[src/rtl/jpl_pkg.sv]
package jpl_pkg;

    localparam int BYTE_W = 8;
    localparam logic [3:0] DEF_PAGELOAD = 4'h6;
    localparam int MAX_WR_LAT = 11;

    typedef enum logic {
        LANE_LO = 1'b0,
        LANE_HI = 1'b1
    } lane_e;

    typedef struct packed {
        logic [BYTE_W-1:0] data;
        lane_e             lane;
    } wr_beat_t;

    function automatic lane_e flip_lane(input lane_e l);
        return (l == LANE_LO) ? LANE_HI : LANE_LO;
    endfunction

    function automatic logic needs_step(input lane_e l, input logic first);
        return (l == LANE_LO) && !first;
    endfunction

endpackage

[src/rtl/jpl_byte_sr.sv]
module jpl_byte_sr
    import jpl_pkg::*;
(
    input  logic              clk,
    input  logic              rst,
    input  logic              shift_en,
    input  logic              sin,
    output logic [BYTE_W-1:0] q
);

    always_ff @(posedge clk) begin
        if (rst) begin
            q <= '0;
        end else if (shift_en) begin
            q <= {sin, q[BYTE_W-1:1]};
        end
    end

endmodule

[src/rtl/jpl_wr_timer.sv]
module jpl_wr_timer #(
    parameter int WR_LAT = 4
) (
    input  logic clk,
    input  logic rst,
    input  logic start,
    output logic busy,
    output logic fire
);

    localparam int CNT_W = (WR_LAT > 1) ? $clog2(WR_LAT) : 1;
    localparam logic [CNT_W-1:0] LAST = CNT_W'(WR_LAT - 1);

    logic [CNT_W-1:0] cnt_q;

    always_ff @(posedge clk) begin
        if (rst) begin
            busy  <= 1'b0;
            cnt_q <= '0;
        end else if (!busy) begin
            if (start) begin
                busy  <= 1'b1;
                cnt_q <= '0;
            end
        end else if (cnt_q == LAST) begin
            busy <= 1'b0;
        end else begin
            cnt_q <= cnt_q + 1'b1;
        end
    end

    assign fire = busy && (cnt_q == LAST);

endmodule

[src/rtl/jpl_sequencer.sv]
module jpl_sequencer
    import jpl_pkg::*;
#(
    parameter int ADDR_W = 15
) (
    input  logic              clk,
    input  logic              rst,
    input  logic              enter,
    input  logic              accept,
    input  logic              reject,
    input  logic [BYTE_W-1:0] sr_byte,
    input  logic              addr_load,
    input  logic [ADDR_W-1:0] addr_in,
    output wr_beat_t          beat_q,
    output lane_e             lane_q,
    output logic              first_q,
    output logic [ADDR_W-1:0] addr_q,
    output logic              err_q
);

    always_ff @(posedge clk) begin
        if (rst) begin
            lane_q  <= LANE_LO;
            first_q <= 1'b1;
        end else if (enter) begin
            lane_q  <= LANE_LO;
            first_q <= 1'b1;
        end else if (accept) begin
            lane_q  <= flip_lane(lane_q);
            first_q <= 1'b0;
        end
    end

    always_ff @(posedge clk) begin
        if (rst) begin
            addr_q <= '0;
        end else if (addr_load) begin
            addr_q <= addr_in;
        end else if (accept && needs_step(lane_q, first_q)) begin
            addr_q <= addr_q + 1'b1;
        end
    end

    always_ff @(posedge clk) begin
        if (rst) begin
            beat_q <= '{data: '0, lane: LANE_LO};
        end else if (accept) begin
            beat_q <= '{data: sr_byte, lane: lane_q};
        end
    end

    always_ff @(posedge clk) begin
        if (rst) begin
            err_q <= 1'b0;
        end else begin
            err_q <= reject;
        end
    end

endmodule

[src/rtl/jtag_page_loader.sv]
module jtag_page_loader
    import jpl_pkg::*;
#(
    parameter int ADDR_W = 15,
    parameter int INSTR_W = 4,
    parameter int WR_LAT = 4,
    parameter logic [INSTR_W-1:0] PAGELOAD_CODE = INSTR_W'(DEF_PAGELOAD)
) (
    input  logic               clk,
    input  logic               rst,
    input  logic [INSTR_W-1:0] instr,
    input  logic               ir_update,
    input  logic               tdi,
    input  logic               shift_dr,
    input  logic               update_dr,
    input  logic               addr_load,
    input  logic [ADDR_W-1:0]  addr_in,
    output logic               tdo,
    output logic               pb_we,
    output logic               pb_hi,
    output logic [7:0]         pb_data,
    output logic [ADDR_W-1:0]  pb_addr,
    output logic               upd_err
);

    if (WR_LAT < 1 || WR_LAT > MAX_WR_LAT) begin : g_bad_lat
        $error("WR_LAT must be in 1..11");
    end

    logic              active;
    logic              enter;
    logic              accept;
    logic              reject;
    logic              wr_busy;
    logic              wr_fire;
    logic [BYTE_W-1:0] sr_q;
    wr_beat_t          beat;
    lane_e             lane_now;
    logic              first_now;

    assign active = (instr == PAGELOAD_CODE);
    assign enter  = ir_update && active;
    assign accept = update_dr && active && !wr_busy;
    assign reject = update_dr && active && wr_busy;

    jpl_byte_sr u_sr (
        .clk      (clk),
        .rst      (rst),
        .shift_en (shift_dr && active),
        .sin      (tdi),
        .q        (sr_q)
    );

    jpl_wr_timer #(.WR_LAT(WR_LAT)) u_tmr (
        .clk   (clk),
        .rst   (rst),
        .start (accept),
        .busy  (wr_busy),
        .fire  (wr_fire)
    );

    jpl_sequencer #(.ADDR_W(ADDR_W)) u_seq (
        .clk       (clk),
        .rst       (rst),
        .enter     (enter),
        .accept    (accept),
        .reject    (reject),
        .sr_byte   (sr_q),
        .addr_load (addr_load),
        .addr_in   (addr_in),
        .beat_q    (beat),
        .lane_q    (lane_now),
        .first_q   (first_now),
        .addr_q    (pb_addr),
        .err_q     (upd_err)
    );

    assign tdo     = sr_q[0];
    assign pb_we   = wr_fire;
    assign pb_hi   = beat.lane;
    assign pb_data = beat.data;

endmodule

[config.mk]
export PLATFORM = sky130hd
export DESIGN_NAME = jtag_page_loader
export DESIGN_NICKNAME = d
export VERILOG_FILES = /design/src/rtl/jpl_pkg.sv /design/src/rtl/jpl_byte_sr.sv /design/src/rtl/jpl_wr_timer.sv /design/src/rtl/jpl_sequencer.sv /design/src/rtl/jtag_page_loader.sv
export SDC_FILE = /design/constraint.sdc
export NUM_CORES = 1
export LEC_CHECK = 0
export BUFFER_PORTS_ARGS = -buffer_cell sky130_fd_sc_hd__buf_2
export CAP_MARGIN = 10
export CORE_MARGIN = 2
export CORE_UTILIZATION = 51
export DETAILED_ROUTE_END_ITERATION = 7
export PLACE_DENSITY = 0.78
export SLEW_MARGIN = 20
export SYNTH_ARGS = -nofsm -noshare
export SYNTH_HDL_FRONTEND = slang
export SYNTH_SLANG_ARGS = --single-unit
[constraint.sdc]
create_clock -name clk -period 2.1 [get_ports clk]
set_input_delay 0.105 -clock clk [delete_from_list [all_inputs] [get_ports clk]]
set_output_delay 0.105 -clock clk [all_outputs]
set_load 0.01 [all_outputs]
==> run metrics, run 1 <==
part of the Yosys area used for sequential elements 0.403; DRC marker count from the first detailed-route iteration 133; maximum buffer depth of the clock tree 2; number of enable-type register cells in the synthesized netlist 0; total via count in the routed design 1,700; overall die width 64.9 um; most frequent cells in the layout 52 x sky130_fd_sc_hd__buf_2, 38 x sky130_fd_sc_hd__dfxtp_1, 20 x sky130_fd_sc_hd__nor2_1; wire length reported by the detailed router 4.15 mm; wire per inst 13.6 um; synth top area cells sky130_fd_sc_hd__dfxtp_1 40%, sky130_fd_sc_hd__nor4_4 6.8%, sky130_fd_sc_hd__mux2i_1 5.8%, sky130_fd_sc_hd__nand3_1 5.0%, sky130_fd_sc_hd__nor2_1 4.0%; actual slew at the worst max-slew pin 0.460 ns; Skew-Pair Late Insertion Delay 0.29 ns; die height 64.9 um; wire length of the first global-routing pass 7.32 mm; port bufs 52; CTS sink cnt 38; detailed placer's ending HPWL 2.95 mm; achievable frequency 532 MHz; ANT cells 0; final number of max-transition violations 0; final number of hold-violating endpoints 0; synthesized netlist net count 234; vias in the first global route 1,649; synthesized cell area 0.00189 mm^2; Total GRT Usage 0.222; count of synthesis-stage warnings from yosys 0; leakage power 0.00103 uW; number of buffers inserted during clock tree synthesis 5; arrival time of the worst setup path 2.09 ns; post-route ant nets 0; element type at the critical path end flip-flop; Site Rows 22; total negative slack 0 ns; share of the clock period used by the worst path after layout 0.895; core box area 0.00361 mm^2; most frequent standard cell in the layout excluding fill and tap cells sky130_fd_sc_hd__buf_2; effective utilization at floorplan 0.524; nets@finish 285; Layout Skew 0.00270 ns; final-report setup violation count 0; status completed; number of synthesized register bits 38; critical path fanouts, max 4; 1st-pass router iterations 4; layout overhead on the synthesized area 22.1%; unrepaired setup endpoints after global routing no; number of levels the H-tree was split into 2; antenna violations before repair 0; count of unresolved DRC violations after routing 0; required time of the worst setup path 2.31 ns; number of instances in the synthesized netlist 206; minimum clock period after layout 1.88 ns; post-CTS clock slew at the launch and capture registers of the worst setup and hold paths 0.07 ns; most area-hungry cell type in the Yosys netlist sky130_fd_sc_hd__dfxtp_1; relative slew slack 0.692; pin count of the biggest net entering global routing 33; overall die area 0.00421 mm^2; maximum ir drop on the vdd rail 478 uV; primary flip-flop cell chosen by synthesis mapping sky130_fd_sc_hd__dfxtp_1; average vias per placed instance 5.56; area fraction of the dominant cell type after synthesis 0.403; hold buffer count at CTS 0; total global routing overflow 0; layout cells sized above 1 0.306; path category of the worst min-delay check in2reg; number of different library cells in the post-synthesis netlist 45; I/O pin total 53; # Post-CTS Setup Buffers 0; routability cong. 0.806; TritonCTS clock tree yes; number of instances resized during post-cts repair 0; max-cap check violation count 0; startpoint type of the worst setup path flip-flop; post-synthesis average cell area 9.17 um^2; crit path kind reg2reg; worst hold-check slack 0.0151 ns; proportion of register bits with asynchronous set or reset after synthesis 0; Power Density 670 mW/mm^2; clock root buffer sky130_fd_sc_hd__clkbuf_8
## logic make-up after synthesis
logic type,after synthesis,synth area share
buffers and inverters,19,0.0430
AOI/OAI and AO/OA,35,0.130
xor gates and xnor gates,7,0.0325
adders and majority gates,2,0.0132
muxes,12,0.0642
and+or+nand+nor,93,0.314
DFF,38,0.403
## path summary, 6_finish.rpt
path / start / slack [ns] / end / cells past startpoint
setup / recovery: u_seq.lane_q / 0.22 / u_seq.addr_q[11] / 4
hold / removal: ir_update / 0.02 / u_seq.lane_q / 2
setup reg to reg: u_seq.lane_q / 0.22 / u_seq.addr_q[11] / 4
hold reg to reg: u_sr.q[0] / 0.47 / u_sr.q[0] / 2
## per-stage QoR
step,setup WS [ns],cells,utilization,power [uW],cell area [um^2]
3_5_place_dp,0.231,298,0.608,947,2190
2_1_floorplan,0.239,206,-,881,1890
4_1_cts,0.214,306,0.639,1560,2310
5_1_grt,0.142,306,0.639,1620,2310
3_3_place_gp,0.268,298,0.608,942,2190
6_report,0.221,306,0.639,1550,2310
## critical path, cell delays in order (launching register included)
cell and delay, ns:
sky130_fd_sc_hd__dfxtp_1 0.34, sky130_fd_sc_hd__or4b_4 0.61, sky130_fd_sc_hd__nor4_4 0.29, sky130_fd_sc_hd__mux2_2 0.37
sky130_fd_sc_hd__a211oi_1 0.19
## report_power, final
| group | switching (uW) | total, uW | internal, uW |
|---|---|---|---|
| combinational | 88.2 | 157 | 68.8 |
| sequential | 30.0 | 773 | 743 |
| clock | 262 | 615 | 353 |
## sequential cells by signal, indices dropped and copies added (netlist names)
| name | cells |
|---|---|
| u_seq.lane_q | 1 |
| u_seq.err_q | 1 |
| u_sr.q | 8 |
| u_tmr.cnt_q | 2 |
| u_seq.beat_q | 9 |
| u_seq.addr_q | 15 |
| u_seq.first_q | 1 |
| u_tmr.busy | 1 |
## cell usage after synthesis, types with 3 or more instances
cell type and instances:
sky130_fd_sc_hd__nor4_4 6, sky130_fd_sc_hd__nand2_1 19, sky130_fd_sc_hd__a211oi_1 5, sky130_fd_sc_hd__dfxtp_1 38, sky130_fd_sc_hd__and3_1 4, sky130_fd_sc_hd__nand3_1 19, sky130_fd_sc_hd__xnor2_1 6, sky130_fd_sc_hd__clkbuf_1 11
sky130_fd_sc_hd__inv_1 5, sky130_fd_sc_hd__nand4_1 3, sky130_fd_sc_hd__nor2_1 20, sky130_fd_sc_hd__o21ai_0 3, sky130_fd_sc_hd__a21oi_1 13, sky130_fd_sc_hd__nor4_1 3, sky130_fd_sc_hd__mux2i_1 11
## final cells by class
cell class,count,area [um^2]
Timing Repair Buffer,58,305
Inverter,5,18.8
Clock buffer,5,68.8
Fill cell,321,1300
Clock inverter,3,45.0
Tap cell,48,60.1
Sequential cell,38,761
Multi-Input combinational cell,149,1050
## routing by layer
| layer | vias up | GRT usage | wire length, um |
|---|---|---|---|
| li1 | 857 | - | - |
| met1 | 781 | 0.271 | 1790 |
| met2 | 54 | 0.369 | 2040 |
| met3 | 8 | 0.0642 | 257 |
| met4 | 0 | 0.0851 | 58 |
| met5 | - | 0 | 0 |
(Power assumes the default switching activity.)
==> inputs of run 2 (changes only) <==
- ABC_AREA: unset -> 1
==> run metrics, run 2 <==
status completed (unchanged); wire length reported by the detailed router 4.37 mm (was 4.15 mm); overall die width 64.5 um (was 64.9 um); proportion of register bits with asynchronous set or reset after synthesis 0 (unchanged); vias in the first global route 1,637 (was 1,649); Reg2Reg Setup Slack 0.56 ns (was 0.22 ns); core box area 0.00342 mm^2 (was 0.00361 mm^2); combinational share of power 0.104 (was 0.102); fraction of the mapped netlist area in simple logic gates 0.297 (was 0.314); count of unresolved DRC violations after routing 0 (unchanged); synthesized netlist net count 295 (was 234); part of the Yosys area used for sequential elements 0.408 (was 0.403); Largest delay share family, worst path simple AND/OR/NAND/NOR gates (unchanged); number of instances in the synthesized netlist 267 (was 206); I/O pin total 53 (unchanged); number of buffers inserted during clock tree synthesis 5 (unchanged); 1st-pass router iterations 4 (unchanged); synthesized-area fraction occupied by ao, oa, aoi and oai cells 0.164 (was 0.130); die height 64.5 um (was 64.9 um); Post-Layout Inst Area 0.00225 mm^2 (was 0.00231 mm^2); end point of the most critical hold path u_seq.err_q (was u_seq.lane_q); number of instances resized during post-cts repair 0 (unchanged); maximum buffer depth of the clock tree 2 (unchanged); xor/xnor share of the synthesized area 0.0282 (was 0.0325); arithmetic-cell share of the synthesized area counting full adders, half adders and majority gates 0.0134 (was 0.0132); number of flip-flops in the largest register 15 (unchanged); number of synthesized register bits 38 (unchanged); nets@finish 345 (was 285); actual slew at the worst max-slew pin 0.604 ns (was 0.460 ns); Buf/Inv on CP 1 (was 0); hold path startpoint update_dr (was ir_update); startpoint type of the worst setup path flip-flop (unchanged); TritonCTS clock tree yes (unchanged); post-CTS clock slew at the launch and capture registers of the worst setup and hold paths 0.13 ns (was 0.07 ns); hold buffer count at CTS 0 (unchanged); Total GRT Usage 0.223 (was 0.222); relative slew slack 0.597 (was 0.692); total via count in the routed design 1,879 (was 1,700); Power Density 695 mW/mm^2 (was 670 mW/mm^2); main combinational cell family by area after synthesis simple AND/OR/NAND/NOR gates (unchanged); reg-to-reg endpoint u_seq.addr_q[14] (was u_seq.addr_q[11]); number of levels the H-tree was split into 2 (unchanged); Largest regs u_seq.addr_q x15, u_seq.beat_q x9, u_sr.q x8 (unchanged); number of enable-type register cells in the synthesized netlist 0 (unchanged); total global routing overflow 0 (unchanged); layout overhead on the synthesized area 20.9% (was 22.1%); most frequent cells in the layout 57 x sky130_fd_sc_hd__nand2_1, 52 x sky130_fd_sc_hd__buf_2, 38 x sky130_fd_sc_hd__dfxtp_1 (was 52 x sky130_fd_sc_hd__buf_2, 38 x sky130_fd_sc_hd__dfxtp_1, 20 x sky130_fd_sc_hd__nor2_1); final-report setup violation count 0 (unchanged); post-route non-filler standard cell count 364 (was 306); Skew-Pair Late Insertion Delay 0.36 ns (was 0.29 ns); final number of max-transition violations 0 (unchanged); Clock Power Share 0.404 (was 0.398); share of the clock period used by the worst path after layout 0.733 (was 0.895); cell depth of the worst hold path 3 (was 2); post-synthesis average cell area 6.98 um^2 (was 9.17 um^2); required time of the worst setup path 2.36 ns (was 2.31 ns); primary flip-flop cell chosen by synthesis mapping sky130_fd_sc_hd__dfxtp_1 (unchanged); worst hold-check slack 0.0229 ns (was 0.0151 ns); cell area after placement 0.00215 mm^2 (was 0.00219 mm^2); element type at the critical path end flip-flop (unchanged); synthesized cell area 0.00186 mm^2 (was 0.00189 mm^2); most frequent cells after synthesis 57 x sky130_fd_sc_hd__nand2_1, 38 x sky130_fd_sc_hd__dfxtp_1, 31 x sky130_fd_sc_hd__a21oi_1, 31 x sky130_fd_sc_hd__nand3_1, 28 x sky130_fd_sc_hd__inv_1 (was 38 x sky130_fd_sc_hd__dfxtp_1, 20 x sky130_fd_sc_hd__nor2_1, 19 x sky130_fd_sc_hd__nand2_1, 19 x sky130_fd_sc_hd__nand3_1, 13 x sky130_fd_sc_hd__a21oi_1); # Post-CTS Setup Buffers 0 (unchanged); clock root buffer sky130_fd_sc_hd__clkbuf_4 (was sky130_fd_sc_hd__clkbuf_8); critical path fanouts, max 4 (unchanged); antenna violations before repair 0 (unchanged); maximum ir drop on the vdd rail 666 uV (was 478 uV); proportion of power drawn by flip-flops and latches 0.492 (was 0.500); area occupied by multi-input gates 937 um^2 (was 0.00105 mm^2); average vias per placed instance 5.16 (was 5.56); most repeated cell in the gate-level netlist after synthesis sky130_fd_sc_hd__nand2_1 (was sky130_fd_sc_hd__dfxtp_1); detailed placer's ending HPWL 3.09 mm (was 2.95 mm); port bufs 52 (unchanged); wire length of the first global-routing pass 7.14 mm (was 7.32 mm); routability cong. 0.896 (was 0.806); proportion of synthesized area in mux cells 0 (was 0.0642); switching fraction of total power 0.243 (was 0.246); area fraction of the dominant cell type after synthesis 0.408 (was 0.403); placed cell count 356 (was 298); unrepaired setup endpoints after global routing no (unchanged); area of all sequential standard cells 761 um^2 (unchanged); effective utilization at floorplan 0.546 (was 0.524); CP max stage cell sky130_fd_sc_hd__dfxtp_1 (was sky130_fd_sc_hd__or4b_4); switching component of the power 381 uW (was 380 uW); count of synthesis-stage warnings from yosys 0 (unchanged); leakage power 0.00109 uW (was 0.00103 uW); largest reg by FF count u_seq.addr_q (unchanged); most frequent standard cell in the layout excluding fill and tap cells sky130_fd_sc_hd__nand2_1 (was sky130_fd_sc_hd__buf_2); number of different library cells in the post-synthesis netlist 26 (was 45); synth top area cells sky130_fd_sc_hd__dfxtp_1 41%, sky130_fd_sc_hd__nand2_1 11%, sky130_fd_sc_hd__a21oi_1 8.3%, sky130_fd_sc_hd__nand3_1 8.3%, sky130_fd_sc_hd__o21ai_0 6.4% (was sky130_fd_sc_hd__dfxtp_1 40%, sky130_fd_sc_hd__nor4_4 6.8%, sky130_fd_sc_hd__mux2i_1 5.8%, sky130_fd_sc_hd__nand3_1 5.0%, sky130_fd_sc_hd__nor2_1 4.0%); total negative slack 0 ns (unchanged); post-route ant nets 0 (unchanged); DRC marker count from the first detailed-route iteration 206 (was 133); internal power of the cells 1190 uW (was 1170 uW); CTS sink cnt 38 (unchanged); start of the worst register-to-register path u_seq.addr_q[0] (was u_seq.lane_q); achievable frequency 650 MHz (was 532 MHz); most area-hungry cell type in the Yosys netlist sky130_fd_sc_hd__dfxtp_1 (unchanged); layout cells sized above 1 0.220 (was 0.306); path category of the worst min-delay check in2reg (unchanged); minimum clock period after layout 1.54 ns (was 1.88 ns); worst-path cell chain ha_1, nand3_1, nor2_1, nand3_1, nand2_1, nand2_1, nand2_1, nand3_1, nand2_1, inv_1 (was or4b_4, nor4_4, mux2_2, a211oi_1); Core Util, Final 0.660 (was 0.639); ANT cells 0 (unchanged); wire per inst 12.0 um (was 13.6 um); filler instances 334 (was 321); max-cap check violation count 0 (unchanged); Site Rows 21 (was 22); Layout Skew 0.0162 ns (was 0.00270 ns); crit path kind reg2reg (unchanged); pin count of the biggest net entering global routing 25 (was 33); number of cells traversed by the worst register-to-register path 10 (was 4); peak per-stage delay on the critical path 0.41 ns (was 0.61 ns); arrival time of the worst setup path 1.80 ns (was 2.09 ns); overall die area 0.00416 mm^2 (was 0.00421 mm^2); final number of hold-violating endpoints 0 (unchanged); Top cell by count, worst path sky130_fd_sc_hd__nand2_1
run 2: cell types whose count changed after synthesis, moves of 11 or more:
cell	before	now
sky130_fd_sc_hd__a21oi_1	13	31
sky130_fd_sc_hd__nand3_1	19	31
sky130_fd_sc_hd__mux2i_1	11	0
sky130_fd_sc_hd__nand2_1	19	57
sky130_fd_sc_hd__o21ai_0	3	24
sky130_fd_sc_hd__inv_1	5	28
run 2: logic make-up after synthesis:
logic type,Yosys count
xor gates and xnor gates,6
AOI/OAI and AO/OA,60
DFF,38
and+or+nand+nor,120
buffers and inverters,41
adders and majority gates,2
run 2: worst min-delay path, delay by kind of cell:
family                 cells  cell delay [ns]
buffers and inverters      1             0.11
and+or+nand+nor            2             0.13
run 2: power groups by stage:
stage	Combinational [uW]	Sequential [uW]	Clock [uW]
floorplan	91.1	791	0
detailed placement	162	786	0
global route	184	776	678
CTS	164	770	647
finish	163	771	633
global placement	159	786	0
run 2: per-layer routing:
layer,wire (um),vias up,track usage
met5,0,-,0
met4,59,0,0.101
met3,341,6,0.0521
met2,2020,56,0.379
met1,1950,843,0.267
li1,-,974,-
run 2: worst max path at each step:
| stage | startpoint | to | slack (ns) | cells after the start |
|---|---|---|---|---|
| floorplan | u_seq.addr_q[0] | u_seq.addr_q[14] | 0.70 | 10 |
| global placement | u_seq.addr_q[0] | u_seq.addr_q[14] | 0.68 | 10 |
| detailed placement | u_seq.addr_q[0] | u_seq.addr_q[14] | 0.60 | 10 |
| CTS | u_seq.addr_q[0] | u_seq.addr_q[14] | 0.56 | 10 |
| global route | u_seq.addr_q[0] | u_seq.addr_q[14] | 0.40 | 10 |
| finish | u_seq.addr_q[0] | u_seq.addr_q[14] | 0.56 | 10 |
run 2: through the flow:
stage | total power (uW) | setup slack (ns)
after CTS | 1580 | 0.560
after global placement | 945 | 0.682
final | 1570 | 0.561
after floorplan | 883 | 0.698
after detailed placement | 948 | 0.595
after global routing | 1640 | 0.398
run 2: cell type report:
cell class,instances,share of cell area
Clock inverter,3,0.0305
Clock buffer,5,0.0167
Tap cell,46,0.0255
Inverter,29,0.0483
Multi-Input combinational cell,188,0.416
Timing Repair Buffer,55,0.125
Sequential cell,38,0.338
==> inputs of run 3 (changes only) <==
- ABC_AREA: 1 -> 0
- clock period: 2.1 -> 1.49 ns (I/O delays scaled with it)
==> run metrics, run 3 (synthesized netlist as in run 1, its figures left out) <==
status complete, but fails checks (was completed); failing checks negative setup slack; core box area 0.00361 mm^2 (was 0.00342 mm^2); Power Density 935 mW/mm^2 (was 695 mW/mm^2); CTS sink cnt 38 (unchanged); proportion of power drawn by flip-flops and latches 0.445 (was 0.492); max-cap check violation count 0 (unchanged); detailed placer's ending HPWL 3.29 mm (was 3.09 mm); count of unresolved DRC violations after routing 0 (unchanged); internal power of the cells 1890 uW (was 1190 uW); number of levels the H-tree was split into 2 (unchanged); switching component of the power 543 uW (was 381 uW); maximum ir drop on the vdd rail 574 uV (was 666 uV); 1st-pass router iterations 4 (unchanged); unrepaired setup endpoints after global routing yes (was no); actual slew at the worst max-slew pin 0.391 ns (was 0.604 ns); port bufs 52 (unchanged); achievable frequency 589 MHz (was 650 MHz); total global routing overflow 0 (unchanged); number of buffers inserted during clock tree synthesis 5 (unchanged); overall die area 0.00421 mm^2 (was 0.00416 mm^2); post-route ant nets 0 (unchanged); wire length reported by the detailed router 4.87 mm (was 4.37 mm); pin count of the biggest net entering global routing 25 (unchanged); wire per inst 14.7 um (was 12.0 um); ANT cells 0 (unchanged); relative slew slack 0.733 (was 0.597); maximum buffer depth of the clock tree 2 (unchanged); nets@finish 309 (was 345); total negative slack -2.43 ns (was 0 ns); worst hold-check slack 0.0410 ns (was 0.0229 ns); path category of the worst min-delay check in2reg (unchanged); Clock Power Share 0.441 (was 0.404); final number of hold-violating endpoints 0 (unchanged); number of flip-flops in the largest register 15 (unchanged); post-route worst setup slack -0.207 ns (was 0.561 ns); post-CTS clock slew at the launch and capture registers of the worst setup and hold paths 0.07 ns (was 0.13 ns); final number of max-transition violations 0 (unchanged); layout cells sized above 1 0.411 (was 0.220); wire length of the first global-routing pass 8.01 mm (was 7.14 mm); TritonCTS clock tree yes (unchanged); switching fraction of total power 0.223 (was 0.243); overall die width 64.9 um (was 64.5 um); Layout Skew 0.00337 ns (was 0.0162 ns); routability cong. 0.798 (was 0.896); detailed-routed wire length on met2 2.40 mm (was 2.02 mm); minimum clock period after layout 1.70 ns (was 1.54 ns); leakage power 0.00121 uW (was 0.00109 uW); most frequent cells in the layout 52 x sky130_fd_sc_hd__buf_2, 34 x sky130_fd_sc_hd__dfxtp_1, 27 x sky130_fd_sc_hd__buf_4 (was 57 x sky130_fd_sc_hd__nand2_1, 52 x sky130_fd_sc_hd__buf_2, 38 x sky130_fd_sc_hd__dfxtp_1); Total GRT Usage 0.246 (was 0.223); DRC marker count from the first detailed-route iteration 80 (was 206); startpoint type of the worst setup path flip-flop (unchanged); effective utilization at floorplan 0.524 (was 0.546); detailed route wirelength on metal3 213 um (was 341 um); total via count in the routed design 1,824 (was 1,879); layout overhead on the synthesized area 37.8% (was 20.9%); element type at the critical path end flip-flop (unchanged); routed metal-1 wire length 2.16 mm (was 1.95 mm); largest reg by FF count u_seq.addr_q (unchanged); average vias per placed instance 5.53 (was 5.16); crit path kind reg2reg (unchanged); clock root buffer sky130_fd_sc_hd__clkbuf_8 (was sky130_fd_sc_hd__clkbuf_4); combinational share of power 0.114 (was 0.104); Site Rows 22 (was 21); vias in the first global route 1,736 (was 1,637); critical path fanouts, max 5 (was 4); die height 64.9 um (was 64.5 um); uppermost metal layer occupied by signal nets met4 (unchanged); Largest regs u_seq.addr_q x15, u_seq.beat_q x9, u_sr.q x8 (unchanged); I/O pin total 53 (unchanged); most frequent standard cell in the layout excluding fill and tap cells sky130_fd_sc_hd__buf_2 (was sky130_fd_sc_hd__nand2_1); arrival time of the worst setup path 1.86 ns (was 1.80 ns); share of the clock period used by the worst path after layout 1.14 (was 0.733); final-report setup violation count 15 (was 0); antenna violations before repair 0 (unchanged); Skew-Pair Late Insertion Delay 0.29 ns (was 0.36 ns); required time of the worst setup path 1.65 ns (was 2.36 ns)
[run 3: layout make-up]
type	instances	area, um^2
multi-input combinational	149	1110
fill	277	1000
sequential	38	766
timing repair buffer	82	504
clock buffer	6	82.6
clock inverter	2	60.1
tap	48	60.1
inverter	5	18.8
[run 3: final timing paths]
path / from / end / slack (ns) / cells past startpoint
hold / removal: addr_in[3] / u_seq.addr_q[3] / 0.04 / 3
setup / recovery: u_seq.lane_q / u_seq.addr_q[6] / -0.21 / 5
hold reg to reg: u_sr.q[0] / u_sr.q[0] / 0.48 / 2
setup reg to reg: u_seq.lane_q / u_seq.addr_q[6] / -0.21 / 5
[run 3: per-stage QoR]
step | instances | setup WS, ns | instance area (um^2) | util | power (uW)
after floorplan | 206 | -0.192 | 1920 | - | 1250
after global placement | 315 | -0.180 | 2350 | 0.652 | 1360
after detailed placement | 315 | -0.252 | 2350 | 0.652 | 1370
after CTS | 328 | -0.203 | 2560 | 0.710 | 2440
after global routing | 330 | -0.286 | 2600 | 0.722 | 2520
final | 330 | -0.207 | 2600 | 0.722 | 2430
[run 3: layer usage]
metal	vias to the layer above	track usage
met3	13	0.0469
met4	0	0.101
met2	67	0.414
met1	839	0.307
met5	-	0
li1	905	-
[run 3: power by group through the flow]
stage	Sequential, uW	Clock (uW)	Combinational [uW]
2_1_floorplan	1120	0	126
3_3_place_gp	1100	0	255
3_5_place_dp	1110	0	261
4_1_cts	1080	1080	272
5_1_grt	1090	1130	302
6_report	1080	1070	278
[run 3: repair_timing]
| item | in CTS | in global routing |
|---|---|---|
| pin swaps | 13 | 6 |
| hold endpoints to repair | 1 | 0 |
| buffers inserted | 4 | 2 |
| gates resized for setup | 4 | 7 |
| setup endpoints to repair | 15 | 15 |
| hold buffers | 1 | 0 |
[run 3: critical path, cell delays in order, from the launching register on]
cell and delay [ns]:
sky130_fd_sc_hd__dfxtp_2 0.32, sky130_fd_sc_hd__or4b_4 0.61, sky130_fd_sc_hd__buf_4 0.18, sky130_fd_sc_hd__nor4_4 0.18, sky130_fd_sc_hd__xnor2_1 0.18, sky130_fd_sc_hd__a21oi_1 0.09
